## src/rtl/tmr_pkg.sv

```systemverilog
package tmr_pkg;
    localparam int BYTE_W = 8;
    localparam int CNT_W  = 2 * BYTE_W;
    localparam int MODE_W = 3;

    typedef enum logic [1:0] {
        ACC_LATCH = 2'd0,
        ACC_LO    = 2'd1,
        ACC_HI    = 2'd2,
        ACC_WORD  = 2'd3
    } acc_e;

    typedef struct packed {
        logic [MODE_W-1:0] mode;
        acc_e              acc;
        logic              bcd;
        logic              wr_hi;
        logic [BYTE_W-1:0] wbyte;
        logic              rd_hi;
        acc_e              lat_st;
        logic [CNT_W-1:0]  lat_val;
        logic              stat_vld;
        logic [BYTE_W-1:0] stat;
        logic              ld_stb;
        logic [CNT_W-1:0]  ld_val;
    } chan_st_t;
endpackage

```

## src/rtl/tmr_cmd_decode.sv

```systemverilog
module tmr_cmd_decode
    import tmr_pkg::*;
#(
    parameter int NUM_CH = 3
) (
    input  logic [1:0]        addr_i,
    input  logic [BYTE_W-1:0] wdata_i,
    input  logic              wr_i,
    input  logic              rd_i,
    output logic [NUM_CH-1:0] prog_o,
    output logic [NUM_CH-1:0] cnt_lat_o,
    output logic [NUM_CH-1:0] stat_lat_o,
    output logic [NUM_CH-1:0] dwr_o,
    output logic [NUM_CH-1:0] drd_o
);
    localparam logic [1:0] CTRL_ADDR = 2'd3;
    localparam logic [1:0] RB_SEL    = 2'd3;

    logic ctrl_wr;
    logic is_rb;
    logic [1:0] sel;
    logic [1:0] acc_f;

    assign ctrl_wr = wr_i && (addr_i == CTRL_ADDR);
    assign sel     = wdata_i[7:6];
    assign acc_f   = wdata_i[5:4];
    assign is_rb   = (sel == RB_SEL);

    for (genvar c = 0; c < NUM_CH; c++) begin : g_ch
        localparam logic [1:0] CH_IDX = 2'(c);
        logic rb_pick;
        assign rb_pick       = is_rb && wdata_i[c+1];
        assign prog_o[c]     = ctrl_wr && !is_rb && (sel == CH_IDX) && (acc_f != 2'd0);
        assign cnt_lat_o[c]  = ctrl_wr && ((!is_rb && (sel == CH_IDX) && (acc_f == 2'd0))
                                           || (rb_pick && !wdata_i[5]));
        assign stat_lat_o[c] = ctrl_wr && rb_pick && !wdata_i[4];
        assign dwr_o[c]      = wr_i && (addr_i == CH_IDX);
        assign drd_o[c]      = rd_i && (addr_i == CH_IDX);
    end
endmodule

```

## src/rtl/tmr_chan.sv

```systemverilog
module tmr_chan
    import tmr_pkg::*;
(
    input  logic              clk,
    input  logic              rst_n,
    input  logic              prog_i,
    input  logic              cnt_lat_i,
    input  logic              stat_lat_i,
    input  logic              wr_i,
    input  logic              rd_i,
    input  logic [BYTE_W-1:0] wdata_i,
    input  logic [CNT_W-1:0]  live_i,
    input  logic              out_i,
    output logic [MODE_W-1:0] mode_o,
    output logic [1:0]        acc_o,
    output logic              bcd_o,
    output logic              ld_stb_o,
    output logic [CNT_W-1:0]  ld_val_o,
    output logic [BYTE_W-1:0] rbyte_o
);
    chan_st_t q, d;

    localparam chan_st_t RST_ST = '{
        mode: '0, acc: ACC_WORD, bcd: 1'b0, wr_hi: 1'b0, wbyte: '0,
        rd_hi: 1'b0, lat_st: ACC_LATCH, lat_val: '0, stat_vld: 1'b0,
        stat: '0, ld_stb: 1'b0, ld_val: '0
    };

    always_comb begin
        d = q;
        d.ld_stb = 1'b0;

        if (prog_i) begin
            d.acc   = acc_e'(wdata_i[5:4]);
            d.mode  = wdata_i[3:1];
            d.bcd   = wdata_i[0];
            d.wr_hi = 1'b0;
            d.rd_hi = 1'b0;
        end else if (wr_i) begin
            unique case (q.acc)
                ACC_LO: begin
                    d.ld_stb = 1'b1;
                    d.ld_val = {{BYTE_W{1'b0}}, wdata_i};
                end
                ACC_HI: begin
                    d.ld_stb = 1'b1;
                    d.ld_val = {wdata_i, {BYTE_W{1'b0}}};
                end
                ACC_WORD: begin
                    if (!q.wr_hi) begin
                        d.wbyte = wdata_i;
                        d.wr_hi = 1'b1;
                    end else begin
                        d.ld_stb = 1'b1;
                        d.ld_val = {wdata_i, q.wbyte};
                        d.wr_hi  = 1'b0;
                    end
                end
                default: ;
            endcase
        end

        if (cnt_lat_i && (q.lat_st == ACC_LATCH)) begin
            d.lat_st  = q.acc;
            d.lat_val = live_i;
        end

        if (stat_lat_i && !q.stat_vld) begin
            d.stat     = {out_i, 1'b0, q.acc, q.mode, q.bcd};
            d.stat_vld = 1'b1;
        end

        if (rd_i) begin
            if (q.stat_vld) begin
                d.stat_vld = 1'b0;
            end else if (q.lat_st != ACC_LATCH) begin
                d.lat_st = (q.lat_st == ACC_WORD) ? ACC_HI : ACC_LATCH;
            end else if (q.acc == ACC_WORD) begin
                d.rd_hi = !q.rd_hi;
            end
        end
    end

    always_ff @(posedge clk or negedge rst_n) begin
        if (!rst_n) q <= RST_ST;
        else        q <= d;
    end

    always_comb begin
        if (q.stat_vld) begin
            rbyte_o = q.stat;
        end else if (q.lat_st != ACC_LATCH) begin
            rbyte_o = (q.lat_st == ACC_HI) ? q.lat_val[CNT_W-1:BYTE_W]
                                           : q.lat_val[BYTE_W-1:0];
        end else begin
            unique case (q.acc)
                ACC_HI:   rbyte_o = live_i[CNT_W-1:BYTE_W];
                ACC_WORD: rbyte_o = q.rd_hi ? live_i[CNT_W-1:BYTE_W] : live_i[BYTE_W-1:0];
                default:  rbyte_o = live_i[BYTE_W-1:0];
            endcase
        end
    end

    assign mode_o   = q.mode;
    assign acc_o    = q.acc;
    assign bcd_o    = q.bcd;
    assign ld_stb_o = q.ld_stb;
    assign ld_val_o = q.ld_val;

    assert_load_after_write_R3: assert property (@(posedge clk) disable iff (!rst_n)
        ld_stb_o |-> $past(wr_i));

    assert_first_byte_no_load_R4: assert property (@(posedge clk) disable iff (!rst_n)
        $rose(q.wr_hi) |-> !ld_stb_o);

    assert_prog_clears_toggles_R2: assert property (@(posedge clk) disable iff (!rst_n)
        prog_i |=> (!q.wr_hi && !q.rd_hi));

    assert_count_latch_held_R6: assert property (@(posedge clk) disable iff (!rst_n)
        ((q.lat_st != ACC_LATCH) && !rd_i) |=> $stable(q.lat_val));

    assert_status_latch_held_R6: assert property (@(posedge clk) disable iff (!rst_n)
        (q.stat_vld && !rd_i) |=> (q.stat_vld && $stable(q.stat)));

    assert_status_first_R9: assert property (@(posedge clk) disable iff (!rst_n)
        (q.stat_vld && rd_i) |=> $stable(q.lat_st));
endmodule

```

## src/rtl/tmr_host_if.sv

```systemverilog
module tmr_host_if
    import tmr_pkg::*;
#(
    parameter int NUM_CH = 3
) (
    input  logic                      clk,
    input  logic                      rst_n,
    input  logic [1:0]                addr,
    input  logic [BYTE_W-1:0]         wdata,
    input  logic                      wr_en,
    input  logic                      rd_en,
    output logic [BYTE_W-1:0]         rdata,
    output logic [NUM_CH-1:0]         ld_stb,
    output logic [NUM_CH*CNT_W-1:0]   ld_val,
    output logic [NUM_CH*MODE_W-1:0]  ch_mode,
    output logic [NUM_CH*2-1:0]       ch_acc,
    output logic [NUM_CH-1:0]         ch_bcd,
    input  logic [NUM_CH*CNT_W-1:0]   live_cnt,
    input  logic [NUM_CH-1:0]         ch_out
);
    logic [NUM_CH-1:0] prog, cnt_lat, stat_lat, dwr, drd;
    logic [BYTE_W-1:0] rbyte [NUM_CH];
    logic [BYTE_W-1:0] rdata_d, rdata_q;
    logic [BYTE_W-1:0] rsel;

    tmr_cmd_decode #(.NUM_CH(NUM_CH)) i_dec (
        .addr_i     (addr),
        .wdata_i    (wdata),
        .wr_i       (wr_en),
        .rd_i       (rd_en),
        .prog_o     (prog),
        .cnt_lat_o  (cnt_lat),
        .stat_lat_o (stat_lat),
        .dwr_o      (dwr),
        .drd_o      (drd)
    );

    for (genvar c = 0; c < NUM_CH; c++) begin : g_chan
        tmr_chan i_chan (
            .clk        (clk),
            .rst_n      (rst_n),
            .prog_i     (prog[c]),
            .cnt_lat_i  (cnt_lat[c]),
            .stat_lat_i (stat_lat[c]),
            .wr_i       (dwr[c]),
            .rd_i       (drd[c]),
            .wdata_i    (wdata),
            .live_i     (live_cnt[c*CNT_W +: CNT_W]),
            .out_i      (ch_out[c]),
            .mode_o     (ch_mode[c*MODE_W +: MODE_W]),
            .acc_o      (ch_acc[c*2 +: 2]),
            .bcd_o      (ch_bcd[c]),
            .ld_stb_o   (ld_stb[c]),
            .ld_val_o   (ld_val[c*CNT_W +: CNT_W]),
            .rbyte_o    (rbyte[c])
        );
    end

    always_comb begin
        rsel = '0;
        for (int c = 0; c < NUM_CH; c++) begin
            if (addr == 2'(c)) rsel = rbyte[c];
        end
        rdata_d = rd_en ? rsel : rdata_q;
    end

    always_ff @(posedge clk or negedge rst_n) begin
        if (!rst_n) rdata_q <= '0;
        else        rdata_q <= rdata_d;
    end

    assign rdata = rdata_q;

    assert_ctrl_read_zero_R11: assert property (@(posedge clk) disable iff (!rst_n)
        (rd_en && (addr == 2'd3)) |=> (rdata == '0));

    assert_rdata_hold_R12: assert property (@(posedge clk) disable iff (!rst_n)
        !rd_en |=> $stable(rdata));

    assert_ctrl_no_load_R11: assert property (@(posedge clk) disable iff (!rst_n)
        (wr_en && (addr == 2'd3)) |=> (ld_stb == '0));
endmodule

```

## config.mk

```make
export PLATFORM = sky130hd
export DESIGN_NAME = tmr_host_if
export DESIGN_NICKNAME = d
export VERILOG_FILES = /design/src/rtl/tmr_pkg.sv /design/src/rtl/tmr_cmd_decode.sv /design/src/rtl/tmr_chan.sv /design/src/rtl/tmr_host_if.sv
export SDC_FILE = /design/constraint.sdc
export NUM_CORES = 1
export LEC_CHECK = 0
export CAP_MARGIN = 20
export CELL_PAD_IN_SITES_DETAIL_PLACEMENT = 1
export CELL_PAD_IN_SITES_GLOBAL_PLACEMENT = 2
export CORE_UTILIZATION = 32
export CTS_CLUSTER_SIZE = 30
export DETAILED_ROUTE_END_ITERATION = 6
export PLACE_DENSITY_LB_ADDON = 0.05
export SLEW_MARGIN = 20
export SYNTH_ARGS = -nofsm -noshare
export SYNTH_HDL_FRONTEND = slang
export SYNTH_SLANG_ARGS = --single-unit
export TNS_END_PERCENT = 1
```

## constraint.sdc

```tcl
create_clock -name clk -period 1.95 [get_ports clk]
set_input_delay 0.195 -clock clk [delete_from_list [all_inputs] [get_ports clk]]
set_output_delay 0.195 -clock clk [all_outputs]
set_load 0.02 [all_outputs]
```

==> Yosys cells after proc, flatten, opt, wreduce, memory -nomap -nowiden <==
Cells that the tools add are included.
{ "totals": {"ff_bits": 185, "wordCells": 226, "in_bits": 65, "out_inout_bits": 77} }
{ "op_classes": {"reduce_logical": 81, "eq_ne": 24, "bitwise": 6, "muxes": 78} }
{ "ops": {"columns": ["cell", "n"], "rows": [
  ["$mux W17", 9],
  ["$pmux W17 S3", 3],
  ["$mux W8", 18],
  ["$mux W9", 9],
  ["$mux W18", 3],
  ["$pmux W8 S2", 3],
  ["$logic_and A1 B1 Y1", 41],
  ["$eq A2 B2 Y1 const B", 16],
  ["$reduce_and A4 Y1", 6],
  ["$mux W1", 21],
  ["$reduce_bool A2 Y1", 10],
  ["$mux W3", 6],
  ["$logic_not A2 Y1", 6],
  ["$mux W2", 6],
  ["$eq A2 B1 Y1 const B", 5],
  ["$logic_not A1 Y1", 9],
  ["$reduce_bool A3 Y1", 3],
  ["$ne A2 B1 Y1 const B", 3],
  ["$not A1 Y1", 6],
  ["$reduce_and A2 Y1", 3],
  ["$logic_or A1 B1 Y1", 3]
]} }

==> Logic depth before layout (Yosys ltp) <==
{ "depth": {"ltp_word": 11, "ltp_mapped": 8, "ltp_nobuf": 6} }

==> By module <==
A second synthesis with hierarchy kept.
{ "hier_totals": {"cells_unflattened": 795, "hier_area_um2": 9236.4} }
{ "modules_own_cells": {"columns": ["mod", "seq_area_each_um2", "cells_each", "instances", "area_per_inst_um2"], "rows": [
  ["tmr_chan", 1478.9, 239, 3, 2840.2],
  ["tmr_host_if", 200.2, 47, 1, 525.5],
  ["tmr_cmd_decode", 0.0, 31, 1, 190.2]
]} }

==> Least setup slack after synthesis <==
OpenSTA, ideal clock, no wires.
{ "synth_path": {"path_type": "register -> register", "from": "reg g_chan[0].i_chan.q[42] (netlist bit)", "to": "reg g_chan[0].i_chan.q[33] (netlist bit)", "required_ps": 1825, "arrival_ps": 1723, "setup_ps": 125, "slack_ps": 102, "synth_period_minus_slack_ps": 1848, "n_path_buf": 2, "stages_incl_launch_ff": 6, "cell_sequence": "dfrtp_1 -> or2_1 -> buf_2 -> nor4_4 -> buf_6 -> mux2_2"} }
{ "synth_between": {"elab_chain_len": 2} }
{ "synth_rtl": {"columns": ["element", "line_no", "text"], "rows": [
  ["start, declared", "tmr_chan.sv:21", "chan_st_t q, d;"],
  ["start signal, assigned", "tmr_chan.sv:85", "if (!rst_n) q <= RST_ST;"],
  ["start signal, assigned", "tmr_chan.sv:86", "else q <= d;"],
  ["$logic_not A2 Y1", "tmr_chan.sv:63", "if (cnt_lat_i && (q.lat_st == ACC_LATCH)) begin"],
  ["$logic_and A1 B1 Y1", "tmr_chan.sv:63", null]
]} }
Every way passes these cells.
A chain may end at the register's enable or synchronous reset.

==> Final worst setup path <==
{ "layout_path": {"from": "reg g_chan[1].i_chan.q, in the netlist g_chan[1].i_chan.acc_o[0]", "to": "reg rdata_q[3] (netlist: rdata[3])"} }
{ "layout_between": {"elab_chain_len": 6, "word_cells_on_any_way": 7, "cone_classes": "eq/ne: 2; mux: 5"} }
{ "layout_rtl": {"columns": ["element", "line_no", "text"], "rows": [
  ["start, declared", "tmr_chan.sv:21", null],
  ["start signal, assigned", "tmr_chan.sv:85", null],
  ["start signal, assigned", "tmr_chan.sv:86", null],
  ["$eq A2 B2 Y1", "tmr_chan.sv:96", "unique case (q.acc)"],
  ["$pmux W8 S2 (*)", "tmr_chan.sv:96", null],
  ["$mux W8 (*)", "tmr_chan.sv:92", "end else if (q.lat_st != ACC_LATCH) begin"],
  ["$mux W8 (*)", "tmr_chan.sv:90", "if (q.stat_vld) begin"],
  ["$mux W8 (*) (2 in series)", "tmr_host_if.sv:62", "if (addr == 2'(c)) rsel = rbyte[c];"],
  ["end signal, assigned", "tmr_host_if.sv:69", "else rdata_q <= rdata_d;"],
  ["end, declared", "tmr_host_if.sv:23", "logic [BYTE_W-1:0] rdata_d, rdata_q;"]
]} }
Every way passes the cells marked *; elsewhere a longest branch is shown, timed or not.

==> summary.md <==
| Metric | Value |
|---|---|
| Drt pass-1 iters | 4 |
| Int Power | 8.595 mW |
| Flop-to-flop setup slack | 0.09 ns |
| Syn Nets | 858 |
| GRT overflow | 0 |
| Number of synthesized flops with an enable pin | 0 |
| Endpoints failing setup | 0 |
| Area Growth Syn to Fin | 27.75% |
| CP Launch Type | flop |
| Starting Density | 32.93% |
| Clock power share | 25.6% |
| Final design utilization | 42.07% |
| Most used flip-flop cell after synthesis | dfrtp_1 |
| Die ar. | 28640 µm² |
| Port Buffers | 141 |
| Cell mode on critical path | a221o_1 |
| Worst Skew | 0.01036 ns |
| Tot GR Track Use | 19.61% |
| Synthesized area | 8949 µm² |
| Placed instance count | 1274 |
| DR vias | 6660 |
| WP data required | 2.26 ns |
| Final period utilization | 95.54% |
| Pwr dens | 1137 nW/µm² |
| Die span in y | 169.2 µm |
| Async set-or-reset flop fraction in the synthesized netlist | 100.0% |
| Fin. Hold Viols | 0 |
| Lkg Pwr | 4.991 nW |
| Post-DR wirelength/cell | 20.53 µm |
| Max VDD drop | 427.0 µV |
| Place WS | -0.2640 ns |
| Root Buffer | clkbuf_16 |
| Mapped Cells | 793 |
| Yosys cell types | 58 |
| Max-slew violations | 0 |
| Design Power | 13.00 mW |
| Setup crit end kind | flop |
| Synth warn | 0 |
| Detailed Route Iter0 Violations | 261 |
| Fin crit period | 1.863 ns |
| Status | finished clean |
| Detail Route Antenna Nets | 0 |
| CTS tree | yes |
| Setup WS post-layout | 0.08705 ns |
| Number of synthesized register bits | 185 |
| Slowest CP cell | dfstp_2 |
| Final #Nets | 987 |
| Max-slew headroom | 52.26% |
| Reg power frac | 42.5% |
| Share of layout cells above drive strength 1 | 28.13% |
| TNS Setup | 0 ns |
| Die width | 169.2 µm |
| Clock Path Buffers | 2 |
| Worst Path Arrival | 2.17 ns |
| Sequential fraction of the synthesis area | 51.82% |
| Finished Layout Cells | 1307 |
| Reg2reg end | rdata[3] |
| Fillers | 2953 |
| Initial antenna violation count | 0 |
| Post-synth top cells | 179 x dfrtp_1, 109 x mux2_2, 73 x buf_4 |
| Hold Crit Class | input port to async pin |
| Crit Path Max Fanout | 7 |
| Top-count cell post-synth | dfrtp_1 |
| DR vias/cell | 5.096 |
| GPL Wtd Cong | 0.8377 |
| First-pass GRT wire length | 42.70 mm |
| Post-CTS setup buffer count | 0 |
| Maximum clock frequency | 536.8 MHz |
| Share of the synthesized area in the top cell type | 50.06% |
| WS Path Type | flop to flop |
| Detailed-route DRC error count | 0 |
| WL final | 26.83 mm |
| DP HPWL | 19.78 mm |
| Synth Area per Inst | 11.28 µm² |
| Clock transition at the registers of the reported paths | 0.07 ns |
| I/O Pins | 142 |
| Worst-skew pair later-pin latency | 0.43 ns |
| Min Hold Slack | 0.2923 ns |
| Cell Rows | 60 |
| Largest stage delay on the critical path | 0.53 ns |
| Post-DP Area | 10850 µm² |
| Critical path's top delay family | compound AO/OA/AOI/OAI gates |
| RR Startpoint | g_chan[1].i_chan.acc_o[0] |
| Final instance area | 11430 µm² |
| CTS H-tree lvls | 4 |
| Gate power share | 31.9% |
| Yosys top cell by area | dfrtp_1 |
| Buf/Inv on CP | 2 |
| Worst R2R Path Depth | 6 |
| CTS sink cnt | 185 |
| Switch share | 33.88% |
| Max Cap Viol | 0 |
| Diodes inserted | 0 |
| Area of the core | 27180 µm² |
| TritonCTS buffer count | 17 |
| Critical-path cell list | inv_1 > o21ai_1 > nor3_1 > buf_4 > a221o_1 > a221o_1 |
| Synth area leaders | dfrtp_1 50%, mux2_2 14%, buf_4 6.1% |
| Worst-Margin Slew | 0.7160 ns |
| RSZ-0062 raised after global routing | false |
| Largest net degree at the start of global routing | 48 |
| P_sw | 4.404 mW |
| Vias in the first global route | 7303 |
-- kinds of logic (layout without fill, tap and decap cells) --
family                 after synthesis  count (layout)  synth area share (%)
buffers and inverters              129             271                 8.739
AND/OR/NAND/NOR                    222             222                 12.96
flip-flops                         185             185                 51.82
multiplexers                       112             112                 14.07
AO/OA/AOI/OAI                      145             145                 12.42
-- final cells by class --
class | instances | area [µm²] | share of cell area (%)
Clock buffer | 19 | 442.9 | 3.874
Clock inverter | 13 | 111.4 | 0.9741
Inverter | 15 | 56.30 | 0.4925
Multi-Input combinational cell | 479 | 3551 | 31.06
Sequential cell | 185 | 4637 | 40.56
Tap cell | 372 | 465.4 | 4.071
Timing Repair Buffer | 224 | 2168 | 18.97
-- sequential cells by signal, indices dropped and copies added, names as in the netlist --
name,flops
g_chan.i_chan.q,108
g_chan.i_chan.acc_o,6
g_chan.i_chan.ld_stb_o,3
g_chan.i_chan.bcd_o,3
rdata,8
g_chan.i_chan.mode_o,9
g_chan.i_chan.ld_val_o,48
-- layer usage --
layer | global-route usage [%] | vias up | share of wire, %
met5 | 0 | - | 0
met3 | 3.451 | 21 | 3.7
met2 | 32.28 | 130 | 48
met4 | 4.113 | 0 | 0.91
met1 | 26.99 | 3473 | 47
li1 | - | 3036 | -
-- power by group through the flow --
stage / registers [mW] / clock network (mW) / logic [mW]
after floorplan: 5.39 / 0 / 2.88
after global placement: 5.55 / 0 / 4.10
after detailed placement: 5.61 / 0 / 4.19
after CTS: 5.54 / 3.44 / 4.20
after global routing: 5.67 / 3.58 / 4.49
final: 5.53 / 3.33 / 4.14
-- cell usage in the layout (no fill, tap or decap), drive strengths merged, types with 3 or more instances in the layout --
cell type and n:
a211o 7, a21oi 4, a221o 35, a221oi 24
a31oi 16, and2 3, buf 83, clkbuf 19
clkdlybuf4s50 134, clkinv 3, clkinvlp 3, dfrtp 179
dfstp 6, dlygate4sd2 6, inv 22, mux2 110
nand2 69, nand2b 6, nand3 14, nand4 5
nor2 68, nor2b 18, nor3 19, nor3b 3
nor4 3, o211ai 3, o21ai 35, o22ai 10
or3 3
-- worst register-to-register path, delay by kind of cell (launching register included) --
kind,cells,cell delay [ns]
buffers and inverters,2,0.22
DFF,1,0.53
and+or+nand+nor,1,0.08
AOI/OAI and AO/OA,3,0.92
-- worst max-delay path by stage --
stage,startpoint,to,slack (ns),cells past startpoint
floorplan,g_chan[0].i_chan.q[42],g_chan[0].i_chan.q[33],0.10,5
global placement,addr[0],g_chan[0].i_chan.q[44],-0.24,7
detailed placement,addr[0],rdata[0],-0.26,7
CTS,g_chan[2].i_chan.acc_o[1],rdata[2],0.001,4
global route,g_chan[1].i_chan.acc_o[0],rdata[4],0.02,6
finish,g_chan[1].i_chan.acc_o[0],rdata[3],0.09,6
-- timing repair --
| action | in CTS | in global routing |
|---|---|---|
| endpoints found under the hold margin | 36 | 0 |
| cloned | 0 | 0 |
| endpoints found under the setup margin | 10 | 8 |
| resized for setup | 8 | 4 |
| hold buffers | 1 | 0 |
(Power assumes the default switching activity.)
